$ cat src/rtl/pad_pwr_pkg.sv
package pad_pwr_pkg;

  typedef enum logic {
    DIR_WAKE  = 1'b0,
    DIR_SLEEP = 1'b1
  } seq_dir_e;

  // gate vector bit positions; wake walks them upward, sleep downward
  localparam int unsigned GATE_N     = 4;
  localparam int unsigned PH_W       = $clog2(GATE_N);
  localparam int unsigned IDX_CLAMP  = 0;
  localparam int unsigned IDX_EARLY  = 1;
  localparam int unsigned IDX_VCORE  = 2;
  localparam int unsigned IDX_PHYRST = 3;

  typedef logic [GATE_N-1:0] gate_vec_t;

  function automatic logic [PH_W-1:0] phase_bit(seq_dir_e d, logic [PH_W-1:0] k);
    return (d == DIR_WAKE) ? k : (PH_W'(GATE_N - 1) - k);
  endfunction

endpackage

$ cat src/rtl/pad_step_timer.sv
module pad_step_timer #(
  parameter int unsigned STEP_CYCLES = 4
) (
  input  logic clk_i,
  input  logic rst_ni,
  input  logic load_i,
  output logic expired_o
);
  localparam int unsigned TW = (STEP_CYCLES > 1) ? $clog2(STEP_CYCLES) : 1;
  localparam logic [TW-1:0] RELOAD = TW'(STEP_CYCLES - 1);

  logic [TW-1:0] cnt_q;

  always_ff @(posedge clk_i or negedge rst_ni) begin
    if (!rst_ni)            cnt_q <= '0;
    else if (load_i)        cnt_q <= RELOAD;
    else if (cnt_q != '0)   cnt_q <= cnt_q - TW'(1);
  end

  assign expired_o = (cnt_q == '0);

  a_r5_reload_bound: assert property (@(posedge clk_i) disable iff (!rst_ni)
    load_i |=> (cnt_q == RELOAD));
endmodule

$ cat src/rtl/pad_use_counter.sv
module pad_use_counter #(
  parameter int unsigned CNT_W = 8
) (
  input  logic clk_i,
  input  logic rst_ni,
  input  logic inc_i,
  input  logic dec_i,
  output logic zero_o,
  output logic one_o,
  output logic full_o
);
  localparam logic [CNT_W-1:0] CNT_MAX = {CNT_W{1'b1}};

  logic [CNT_W-1:0] cnt_q;

  always_ff @(posedge clk_i or negedge rst_ni) begin
    if (!rst_ni)                   cnt_q <= '0;
    else if (inc_i && !full_o)     cnt_q <= cnt_q + CNT_W'(1);
    else if (dec_i && !zero_o)     cnt_q <= cnt_q - CNT_W'(1);
  end

  assign zero_o = (cnt_q == '0);
  assign one_o  = (cnt_q == CNT_W'(1));
  assign full_o = (cnt_q == CNT_MAX);

  a_r8_no_wrap: assert property (@(posedge clk_i) disable iff (!rst_ni)
    full_o |=> (cnt_q != '0) || $past(dec_i));
  a_r7_no_underflow: assert property (@(posedge clk_i) disable iff (!rst_ni)
    zero_o |=> (cnt_q == '0) || (cnt_q == CNT_W'(1)));
endmodule

$ cat src/rtl/pad_gate_seq.sv
module pad_gate_seq
  import pad_pwr_pkg::*;
#(
  parameter int unsigned STEP_CYCLES = 4
) (
  input  logic      clk_i,
  input  logic      rst_ni,
  input  logic      start_i,
  input  seq_dir_e  dir_i,
  output gate_vec_t gate_o,
  output logic      busy_o,
  output logic      done_o
);
  localparam logic [PH_W-1:0] LAST = PH_W'(GATE_N - 1);

  logic            active_q;
  logic [PH_W-1:0] phase_q;
  seq_dir_e        dir_q;
  gate_vec_t       gate_q;
  logic            done_q;
  logic            expired;
  logic            launch;
  logic            advance;

  assign launch  = start_i && !active_q;
  assign advance = active_q && expired && (phase_q != LAST);

  pad_step_timer #(.STEP_CYCLES(STEP_CYCLES)) i_timer (
    .clk_i    (clk_i),
    .rst_ni   (rst_ni),
    .load_i   (launch || advance),
    .expired_o(expired)
  );

  always_ff @(posedge clk_i or negedge rst_ni) begin
    if (!rst_ni) begin
      active_q <= 1'b0;
      phase_q  <= '0;
      dir_q    <= DIR_WAKE;
      gate_q   <= '1;
      done_q   <= 1'b0;
    end else begin
      done_q <= 1'b0;
      if (launch) begin
        active_q <= 1'b1;
        dir_q    <= dir_i;
        phase_q  <= '0;
        gate_q[phase_bit(dir_i, '0)] <= (dir_i == DIR_SLEEP);
      end else if (advance) begin
        phase_q <= phase_q + PH_W'(1);
        gate_q[phase_bit(dir_q, phase_q + PH_W'(1))] <= (dir_q == DIR_SLEEP);
      end else if (active_q && expired) begin
        active_q <= 1'b0;
        done_q   <= 1'b1;
      end
    end
  end

  assign gate_o = gate_q;
  assign busy_o = active_q;
  assign done_o = done_q;

  a_r5_done_single: assert property (@(posedge clk_i) disable iff (!rst_ni)
    done_q |=> !done_q);
  a_r5_done_at_fall: assert property (@(posedge clk_i) disable iff (!rst_ni)
    $fell(active_q) |-> done_q);
  a_r6_one_bit_per_step: assert property (@(posedge clk_i) disable iff (!rst_ni)
    $countones(gate_q ^ $past(gate_q)) <= 1);
endmodule

$ cat src/rtl/pad_pwr_seq.sv
module pad_pwr_seq
  import pad_pwr_pkg::*;
#(
  parameter int unsigned STEP_CYCLES = 4,
  parameter int unsigned CNT_W       = 8
) (
  input  logic clk_i,
  input  logic rst_ni,
  input  logic en_req_i,
  input  logic dis_req_i,
  output logic busy_o,
  output logic done_o,
  output logic unbal_err_o,
  output logic ovf_err_o,
  output logic vcore_down_o,
  output logic clamp_early_o,
  output logic clamp_o,
  output logic phy_rst_o
);
  logic      busy;
  logic      cnt_zero, cnt_one, cnt_full;
  logic      en_go, dis_go;
  logic      wake_go, sleep_go;
  logic      unbal_q, ovf_q;
  gate_vec_t gate;

  // enable wins over a simultaneous disable; nothing is taken while busy
  assign en_go    = en_req_i && !busy;
  assign dis_go   = dis_req_i && !en_req_i && !busy;
  assign wake_go  = en_go && cnt_zero;
  assign sleep_go = dis_go && cnt_one;

  pad_use_counter #(.CNT_W(CNT_W)) i_users (
    .clk_i (clk_i),
    .rst_ni(rst_ni),
    .inc_i (en_go),
    .dec_i (dis_go),
    .zero_o(cnt_zero),
    .one_o (cnt_one),
    .full_o(cnt_full)
  );

  pad_gate_seq #(.STEP_CYCLES(STEP_CYCLES)) i_seq (
    .clk_i  (clk_i),
    .rst_ni (rst_ni),
    .start_i(wake_go || sleep_go),
    .dir_i  (sleep_go ? DIR_SLEEP : DIR_WAKE),
    .gate_o (gate),
    .busy_o (busy),
    .done_o (done_o)
  );

  always_ff @(posedge clk_i or negedge rst_ni) begin
    if (!rst_ni) begin
      unbal_q <= 1'b0;
      ovf_q   <= 1'b0;
    end else begin
      unbal_q <= dis_go && cnt_zero;
      ovf_q   <= en_go && cnt_full;
    end
  end

  assign busy_o        = busy;
  assign unbal_err_o   = unbal_q;
  assign ovf_err_o     = ovf_q;
  assign vcore_down_o  = gate[IDX_VCORE];
  assign clamp_early_o = gate[IDX_EARLY];
  assign clamp_o       = gate[IDX_CLAMP];
  assign phy_rst_o     = gate[IDX_PHYRST];

  a_r2_vcore_last: assert property (@(posedge clk_i) disable iff (!rst_ni)
    $fell(vcore_down_o) |-> !clamp_o && !clamp_early_o);
  a_r2_phy_release_last: assert property (@(posedge clk_i) disable iff (!rst_ni)
    $fell(phy_rst_o) |-> !vcore_down_o && !clamp_early_o && !clamp_o);
  a_r3_phy_reset_first: assert property (@(posedge clk_i) disable iff (!rst_ni)
    $rose(vcore_down_o) |-> phy_rst_o);
  a_r3_clamp_last: assert property (@(posedge clk_i) disable iff (!rst_ni)
    $rose(clamp_o) |-> vcore_down_o && clamp_early_o && phy_rst_o);
  a_r7_unbal_quiet: assert property (@(posedge clk_i) disable iff (!rst_ni)
    unbal_err_o |-> $stable({vcore_down_o, clamp_early_o, clamp_o, phy_rst_o}) && !busy_o);
  a_r8_ovf_quiet: assert property (@(posedge clk_i) disable iff (!rst_ni)
    ovf_err_o |-> $stable({vcore_down_o, clamp_early_o, clamp_o, phy_rst_o}) && !busy_o);
  a_r7_err_exclusive: assert property (@(posedge clk_i) disable iff (!rst_ni)
    !(unbal_err_o && ovf_err_o));
endmodule

$ cat config.mk
export PLATFORM = sky130hd
export DESIGN_NAME = pad_pwr_seq
export DESIGN_NICKNAME = d
export VERILOG_FILES = /design/src/rtl/pad_pwr_pkg.sv /design/src/rtl/pad_step_timer.sv /design/src/rtl/pad_use_counter.sv /design/src/rtl/pad_gate_seq.sv /design/src/rtl/pad_pwr_seq.sv
export SDC_FILE = /design/constraint.sdc
export NUM_CORES = 1
export LEC_CHECK = 0
export ABC_CLOCK_PERIOD_IN_PS = 1900
export CAP_MARGIN = 5
export CORE_ASPECT_RATIO = 1.4
export CORE_MARGIN = 8
export CORE_UTILIZATION = 53
export CTS_BUF_LIST = sky130_fd_sc_hd__clkbuf_8
export DETAILED_ROUTE_END_ITERATION = 16
export PLACE_DENSITY = 0.88
export SKIP_CTS_REPAIR_TIMING = 1
export SYNTH_ARGS = -nofsm -noshare
export SYNTH_HDL_FRONTEND = slang
export SYNTH_HIERARCHICAL = 1
export SYNTH_SLANG_ARGS = --single-unit
$ cat constraint.sdc
create_clock -name clk_i -period 1.9 [get_ports clk_i]
set_input_delay 0.19 -clock clk_i [delete_from_list [all_inputs] [get_ports clk_i]]
set_output_delay 0.19 -clock clk_i [all_outputs]
set_load 0.02 [all_outputs]
== After elaboration in Yosys (flattened, before gate mapping) ==
Index checks and enable logic that the tools add are counted.

* $add $sub $neg: 5
* Order comparisons: 4
* Equal/unequal tests: 4
* Muxes and demuxes: 23
* Reductions and logical operators: 28

{| class="wikitable"
|+ Operators with widths
! kind !! number
|-
| $mux W8 || 2
|-
| $logic_and A1 B1 Y1 || 14
|-
| $mux W2 || 6
|-
| $reduce_bool A2 Y1 || 5
|-
| $mux W1 || 9
|-
| $add A8 B1 Y8 const B || 1
|-
| $bwmux W4 || 2
|-
| $eq A8 B1 Y1 const B || 1
|-
| $eq A8 B8 Y1 const B || 1
|-
| $logic_not A8 Y1 || 1
|-
| $mux W4 || 2
|-
| $sub A8 B1 Y8 const B || 1
|-
| $lt A2 B3 Y1 const B || 2
|-
| $demux W1 S2 || 2
|-
| $ge A2 B1 Y1 const B || 2
|-
| $logic_not A1 Y1 || 4
|-
| $add A2 B1 Y2 const B || 1
|-
| $logic_not A2 Y1 || 1
|-
| $logic_or A1 B1 Y1 || 2
|-
| $ne A2 B1 Y1 const B || 1
|-
| $ne A2 B2 Y1 const B || 1
|-
| $reduce_and A2 Y1 || 1
|-
| $sub A2 B1 Y2 const B || 1
|-
| $sub A2 B2 Y2 const A || 1
|}

* Flip-flop bits (word level): 21
* Input port bits: 4
* Output and inout bits: 8
* Logic and storage cells: 73

== Depth between registers and ports, before layout ==
Gate-level depths: netlist (run 1).

* Depth in word-level cells: 12
* Mapped depth: 10
* Depth with buffers taken out: 10

== Modules after synthesis ==
The synthesis (run 1) kept the hierarchy.

{| class="wikitable"
|+ Modules (own cells, without submodules)
! module !! instances !! cells each !! area each (sq um) !! sequential area each (sq um)
|-
| pad_use_counter || 1 || 66 || 601.8 || 200.2
|-
| pad_gate_seq || 1 || 46 || 452.9 || 230.2
|-
| pad_pwr_seq || 1 || 10 || 107.6 || 50.0
|-
| pad_step_timer || 1 || 9 || 97.6 || 50.0
|}

== Least setup slack after synthesis (run 1) ==
No wires, ideal clock.

* Path type: register to register
* Start point: register i_users.cnt_q[2]
* End point: register i_seq.gate_q[0] (netlist: i_seq/gate_o[0])
* Data arrival time: 1.866 ns
* Path slack: -0.044 ns
* Stages on the path, launching flop included: 10
* Path buffers: 1
* Clock period less this slack: 1.944 ns
* Cell sequence: dfrtp_1 > buf_2 > nor4_2 > and3_1 > nand2_1 > o31ai_1 > nand2b_1 > o21a_1 > a21oi_1 > nor2_1

* Cells in the longest elaborated chain, start to end: 10

{| class="wikitable"
|+ RTL lines
! item !! line !! text
|-
| from (decl) || pad_use_counter.sv:14 || <nowiki>logic [CNT_W-1:0] cnt_q;</nowiki>
|-
| from (signal assigned) || pad_use_counter.sv:18 || <nowiki>else if (inc_i && !full_o) cnt_q <= cnt_q + CNT_W'(1);</nowiki>
|-
| from (signal assigned) || pad_use_counter.sv:19 || <nowiki>else if (dec_i && !zero_o) cnt_q <= cnt_q - CNT_W'(1);</nowiki>
|-
| $eq A8 B1 Y1 * || pad_use_counter.sv:23 || <nowiki>assign one_o = (cnt_q == CNT_W'(1));</nowiki>
|-
| named net cnt_one || pad_pwr_seq.sv:21 || <nowiki>logic cnt_zero, cnt_one, cnt_full;</nowiki>
|-
| $logic_and A1 B1 Y1 * || pad_pwr_seq.sv:31 || <nowiki>assign sleep_go = dis_go && cnt_one;</nowiki>
|-
| $mux W1 || pad_pwr_seq.sv:47 || <nowiki>.dir_i (sleep_go ? DIR_SLEEP : DIR_WAKE),</nowiki>
|-
| $mux W2 || pad_pwr_pkg.sv:19 || <nowiki>return (d == DIR_WAKE) ? k : (PH_W'(GATE_N - 1) - k);</nowiki>
|-
| $lt A2 B3 Y1 (implied by the code) / $ge A2 B1 Y1 (equally long branches) || pad_gate_seq.sv:48 || <nowiki>gate_q[phase_bit(dir_i, '0)] <= (dir_i == DIR_SLEEP);</nowiki>
|-
| $logic_and A1 B1 Y1 (implied by the code) || pad_gate_seq.sv:48 ||
|-
| $mux W1 (implied by the code) || pad_gate_seq.sv:48 ||
|-
| $demux W1 S2 || - ||
|-
| $bwmux W4 || pad_gate_seq.sv:48 ||
|-
| $mux W4 || pad_gate_seq.sv:44 || <nowiki>if (launch) begin</nowiki>
|-
| to (signal, indexed assignment) || pad_gate_seq.sv:48 ||
|-
| to (signal, indexed assignment) || pad_gate_seq.sv:51 || <nowiki>gate_q[phase_bit(dir_q, phase_q + PH_W'(1))] <= (dir_q == DIR_SLEEP);</nowiki>
|-
| to (decl) || pad_gate_seq.sv:19 || <nowiki>gate_vec_t gate_q;</nowiki>
|}

Mark *: on every way through the listed nets, which the timed path passes. The rest lies on a longest branch.
A chain may end at the register's enable or synchronous reset.

== Worst setup path after layout (run 1) ==
* Start point: register i_users.cnt_q[0]
* End point: register i_users.cnt_q[4]

* Cells in the longest elaborated chain, start to end: 4

{| class="wikitable"
|+ RTL lines
! item
|-
| branches (longest 4 deep; another with $sub A8 B1 Y8)
|}

Parallel ways; which one is timed is not known. The select of a mux whose other input is x is not followed.

==> results.yml, run 1 <==
outcome:
  status: "complete, no violations"
worst_setup_path:
  crit_fanout: 5
  reg2reg_to: "i_users/cnt_q[4]$_DFFE_PN0P_"
  required_ps: 2080
  cp-end-kind: "flop"
  cp.arrival_ps: 1970
  crit_type: "flop to flop"
  worst_setup_path_start_kind: "flop"
  rr_startpoint: "i_users/cnt_q[0]$_DFFE_PN0P_"
  worstSetupStartpoint: "i_users/cnt_q[0]$_DFFE_PN0P_"
  r2r_setup_slack_ps: 110
  reg2reg_depth: 6
placement:
  portBuffers: 11
  gp_congestion: 0.828
  hpwl_mm: 2.33
clock_tree:
  clk_latency_ps: 260
  clockBufferDepth: 2
  cts_tree: "built"
  numClockSinks: 21
  root_buffer: "clkbuf_8"
  cts.reportedPaths.clkPinSlew_ps: 70
  cts_made_buffers: 3
  h-tree-depth: 1
yosys:
  avgSynthCellArea_sq_um: 9.62
  synthesis.instances: 131
  ys_async_sr_fraction_pct: 100
  ys_ff_latch: 21
  yosysSeqAreaShare_pct: 42.1
  ys_dominant_reg_cell: "dfrtp_1"
  synth_edf_count: 0
  netlist_area_sq_um: 1260
  ys_warn_count: 6
  synth.distinct_cells: 41
  synth_nets: 141
power:
  power.density_nw_per_um2: 1400
  power.total_mw: 2.18
  seqPwrFrac_pct: 34.4
  switching_share_pct: 42.4
  ir_drop_mv: 0.821
  power.internal_mw: 1.26
  p_sw_mw: 0.927
  clockPowerShare_pct: 13.0
  leakage_nw: 0.717
  power_frac_comb_pct: 52.6
floorplan:
  die_w_microns: 57.2
  initial_core_util_pct: 54.5
  die_area_sq_um: 4220
  fp-row-count: 21
  io-pin-count: 12
  core_sq_um: 2310
  die_height_microns: 73.7
route:
  wirelength_mm: 2.94
  vias: 1105
  routed.top_layer: "met4"
  first_iter_violations: 19
  wl_met2_mm: 1.64
  dr.pass1.iters: 4
  ant_nets: 0
  routed_via_density: 6.07
  m1WireLength_mm: 1.05
  post_drt_wl_per_cell_microns: 16.1
  routed-wl-met3_microns: 135
  drc_errors: 0
timing:
  worst_slew_pin_slew_ps: 300
  hold_viol_final: 0
  setup_tns_ps: 0
  rsz0062_at_grt: "no"
  setup_viol: 0
  slew_violations: 0
  finalClockSkew_ps: 0.998
  fmax_mhz: 559
  final.period_utilization_pct: 94.2
  slew-limit-headroom_pct: 79.8
  fin_crit_ps: 1790
global_route:
  antenna_found_initial: 0
  grtUsageTotal_pct: 15.2
  grt_max_degree: 22
  first_global_vias: 1179
  gr-total-overflow: 0
  grt_pass1_wl_mm: 5.15
job:
  cap_violations: 0
final_layout:
  antennaDiodeCount: 0
  drive_gt1_share_pct: 23.9
  area_growth_pct: 23.4
  final_nets: 170
min_path:
  hold_path_class: "input port to async pin"
## metal layers
metal  global-route usage [%]  up-vias
li1                         -      525
met1                     14.2      535
met2                     28.5       32
met3                     3.28       13
met4                     9.95        0
met5                        0        -
## logic make-up (layout without fill, tap and decap cells)
logic type | count (synthesis) | after routing | synth area share (%)
flip-flops | 21 | 21 | 42.1
buffers and inverters | 10 | 38 | 3.18
AO/OA/AOI/OAI | 22 | 22 | 13.2
AND/OR/NAND/NOR | 63 | 63 | 29.3
XOR/XNOR | 9 | 9 | 6.26
adder cells (fa/ha/maj) | 6 | 6 | 5.96
## critical path: stages (launching register included)
cell	delay, ps
dfrtp_1	410
ha_1	280
nand3_1	210
o21ai_2	210
nand3_1	140
o41ai_2	270
xor2_1	190
## worst max path at each step
stage	end	slack, ps
4_1_cts	i_users/cnt_q[4]$_DFFE_PN0P_	100
3_5_place_dp	i_users/cnt_q[4]$_DFFE_PN0P_	90
6_report	i_users/cnt_q[4]$_DFFE_PN0P_	110
3_3_place_gp	i_users/cnt_q[6]$_DFFE_PN0P_	120
2_1_floorplan	i_seq/gate_o[0]$_DFFE_PN1P_	20
5_1_grt	i_seq/gate_o[0]$_DFFE_PN1P_	1
## synth_stat cells, types with 2 or more instances
cell type  number  area (sq um)
a21oi_1         3          15.0
nor3b_1         2          15.0
nand4_1         4          25.0
xor2_1          5          43.8
ha_1            6          75.1
dfrtp_1        17           425
o22ai_1         3          18.8
nor2_1         12          45.0
xnor2_1         4          35.0
o21a_1          2          15.0
nand2b_1        2          12.5
nand3_1         9          45.0
and3_1          2          12.5
and2_1          2          12.5
dfstp_2         4           105
inv_1           8          30.0
nand3b_1        2          15.0
nor3_1          5          25.0
nand2_1        12          45.0
nor3b_2         2          25.0
buf_2           2          10.0
or3_1           2          12.5
o21ai_0         3          15.0
## cell type report
class | instances | area, sq um
inverter | 8 | 30.0
multi-input combinational | 100 | 698
timing repair buffer | 26 | 223
sequential | 21 | 531
fill | 192 | 757
tap | 23 | 28.8
clock inverter | 1 | 3.75
clock buffer | 3 | 41.3
## state kept, by name, indices dropped and copies added, names as in the netlist
signal and flops:
i_seq/busy_o 1, i_seq/dir_q 1, i_seq/done_o 1, i_seq/gate_o 4, i_seq/i_timer/cnt_q 2, i_seq/phase_q 2, i_users/cnt_q 8, ovf_err_o 1
unbal_err_o 1
## cells in the final DEF (no fill, tap or decap), types with 2 or more instances in the layout
cell              n
and2_1            2
nor3_1            5
clkdlybuf4s50_1  11
nand3b_1          2
ha_1              6
nor3b_2           2
o21a_1            2
o22ai_1           3
dfstp_2           4
nor2_1           12
a21oi_1           2
xor2_1            5
buf_4            15
or3_1             2
nor3b_1           2
o21ai_0           3
xnor2_1           4
nand2b_1          2
and3_1            2
a21oi_2           2
nand3_1           9
nand2_1          12
inv_1             9
nand4_1           4
clkbuf_8          3
dfrtp_1          17
## through the flow
stage	cells	utilization (%)	setup WS [ps]	hold WS (ps)	instance area (sq um)
finish	182	67.3	110	278	1560
global route	182	67.3	1.03	316	1560
CTS	182	67.1	97.1	291	1550
detailed placement	178	65.2	92.5	485	1510
global placement	178	65.2	118	472	1510
floorplan	131	-	21.3	-106	1260
## power groups by stage
stage / Combinational (mW) / Clock [mW] / Sequential, mW
floorplan: 0.705 / 0 / 0.782
global placement: 1.05 / 0 / 0.747
detailed placement: 1.14 / 0 / 0.757
CTS: 1.14 / 0.291 / 0.751
global route: 1.27 / 0.309 / 0.772
finish: 1.15 / 0.284 / 0.751
(Power assumes the default switching activity.)
==> inputs of run 2 (changes only) <==
--- a/config.mk
+++ b/config.mk
@@ -8,10 +8,11 @@
 export ABC_CLOCK_PERIOD_IN_PS = 1900
 export CAP_MARGIN = 5
 export CORE_ASPECT_RATIO = 1.4
-export CORE_MARGIN = 8
+export CORE_MARGIN = 5
 export CORE_UTILIZATION = 53
 export CTS_BUF_LIST = sky130_fd_sc_hd__clkbuf_8
 export DETAILED_ROUTE_END_ITERATION = 16
+export MAX_ROUTING_LAYER = met4
 export PLACE_DENSITY = 0.88
 export SKIP_CTS_REPAIR_TIMING = 1
 export SYNTH_ARGS = -nofsm -noshare
==> run 2 against run 1 <==
Global-route usage increased by 4.3 points. Setup slack got worse by 32 ps. Total power increased by 2.2%. Clock skew increased by 2.7 ps. Clock power increased by 3%. Register-to-register slack got worse by 30 ps. Non-clock buffer count unchanged. Core utilization increased by 0.53 points. First-iteration DRC count increased by 84%. Count of clock-buffer cells in the layout unchanged. Wire length decreased by 0.41%. Highest routed layer unchanged.
==> results.yml, run 2 (synthesized netlist as in run 1, its figures left out) <==
final_layout:
  largest_reg_flops: 8
  regArea_sq_um: 532
  antennaDiodeCount: 0
  layout_commonest_cell: "dfrtp_1"
  final_util_pct: 67.8
  area_growth_pct: 25.8
  final_cell_area_sq_um: 1590
  multiInputGateArea_sq_um: 726
  final_nets: 170
  fillCellCount: 185
  regMostFlops: "i_users/cnt_q"
  drive_gt1_share_pct: 28.3
  final_cell_mix: "16 x dfrtp_1, 15 x buf_4, 12 x nor2_1, 11 x clkdlybuf4s50_1, 10 x nand2_1"
worst_setup_path:
  cp-end-kind: "flop"
  reg2reg_depth: 8
  r2r_setup_slack_ps: 80
  worst_setup_path_start_kind: "flop"
  rr_startpoint: "i_users/cnt_q[7]$_DFFE_PN0P_"
  required_ps: 2090
  crit_type: "flop to flop"
  reg2reg_to: "i_seq/gate_o[3]$_DFFE_PN1P_"
  cp.arrival_ps: 2010
  crit_fanout: 5
clock_tree:
  root_buffer: "clkbuf_8"
  cts_made_buffers: 3
  clk_latency_ps: 260
  numClockSinks: 21
  cts_tree: "built"
  h-tree-depth: 1
  clockBufferDepth: 2
  cts.reportedPaths.clkPinSlew_ps: 80
power:
  power_frac_comb_pct: 53.1
  power.internal_mw: 1.28
  clockPowerShare_pct: 13.1
  power.density_nw_per_um2: 1410
  p_sw_mw: 0.952
  leakage_nw: 0.719
  seqPwrFrac_pct: 33.7
  switching_share_pct: 42.7
  ir_drop_mv: 0.722
placement:
  portBuffers: 11
  hpwl_mm: 2.21
  gp_congestion: 0.936
  dpl_cell_area_sq_um: 1500
route:
  drc_errors: 0
  post_drt_wl_per_cell_microns: 16.1
  wirelength_mm: 2.93
  dr.pass1.iters: 4
  vias: 1081
  first_iter_violations: 35
  routed_via_density: 5.94
  ant_nets: 0
global_route:
  gr-total-overflow: 0
  antenna_found_initial: 0
  grt_max_degree: 22
  grt_pass1_wl_mm: 5.02
  grtUsageTotal_pct: 19.5
  first_global_vias: 1142
timing:
  slew_violations: 0
  worst_slew_pin_slew_ps: 306
  finalClockSkew_ps: 3.65
  final.period_utilization_pct: 95.9
  rsz0062_at_grt: "yes"
  fmax_mhz: 549
  slew-limit-headroom_pct: 79.4
  setup_viol: 0
  fin_crit_ps: 1820
  hold_viol_final: 0
floorplan:
  fp-row-count: 21
  initial_core_util_pct: 53.9
  die_w_microns: 51.2
  io-pin-count: 12
  die_height_microns: 67.7
  die_area_sq_um: 3470
  core_sq_um: 2340
min_path:
  hold_path_class: "input port to async pin"
outcome:
  status: "complete, no violations"
job:
  cap_violations: 0
[run 2: cell type report]
| type | instances | area share, % |
|---|---|---|
| Timing Repair Buffer | 26 | 14.0 |
| Tap cell | 23 | 1.82 |
| Multi-Input combinational cell | 100 | 45.8 |
| Sequential cell | 21 | 33.5 |
| Clock inverter | 1 | 0.316 |
| Inverter | 8 | 1.89 |
| Clock buffer | 3 | 2.60 |
[run 2: power groups by stage]
stage | combinational [mW] | sequential (mW) | clock (mW)
3_3_place_gp | 1.07 | 0.730 | 0
4_1_cts | 1.14 | 0.733 | 0.297
5_1_grt | 1.30 | 0.777 | 0.313
2_1_floorplan | 0.705 | 0.782 | 0
3_5_place_dp | 1.13 | 0.740 | 0
6_report | 1.19 | 0.753 | 0.293
[run 2: routing by layer]
layer  global-route usage (%)  routed length (microns)  up-vias
met3                     1.32                      123        8
met5                        -                        0        -
met2                     38.4                     1660       43
li1                         -                        -      523
met4                     7.41                       81        0
met1                     19.8                     1070      507
[run 2: critical path: stages (launching register included)]
cell and delay, ps:
dfrtp_2 440, nor4_4 340, and3_1 220, nand2_2 70, o31ai_4 230, nand2b_1 100, buf_4 170, nor3_2 130
a21oi_1 60
[run 2: stage by stage]
stage	instances	hold slack, ps	setup TNS, ps	power (mW)	setup WS, ps
after floorplan	131	-106	0	1.49	21.3
after global placement	177	467	0	1.80	70.1
after detailed placement	177	488	-14.6	1.87	-14.6
after CTS	181	281	-50.4	2.17	-50.4
after global routing	182	309	-180	2.39	-67.5
final	182	275	0	2.23	78.1
[run 2: how the worst max path moves through the flow]
stage                                             from                      endpoint  cells after the start
after floorplan           i_users/cnt_q[2]$_DFFE_PN0P_   i_seq/gate_o[0]$_DFFE_PN1P_                      9
after global placement                        en_req_i  i_users/cnt_q[6]$_DFFE_PN0P_                      6
after detailed placement  i_users/cnt_q[2]$_DFFE_PN0P_   i_seq/gate_o[3]$_DFFE_PN1P_                      8
after CTS                 i_users/cnt_q[2]$_DFFE_PN0P_   i_seq/gate_o[3]$_DFFE_PN1P_                      8
after global routing      i_users/cnt_q[7]$_DFFE_PN0P_   i_seq/gate_o[0]$_DFFE_PN1P_                      8
final                     i_users/cnt_q[7]$_DFFE_PN0P_   i_seq/gate_o[3]$_DFFE_PN1P_                      8
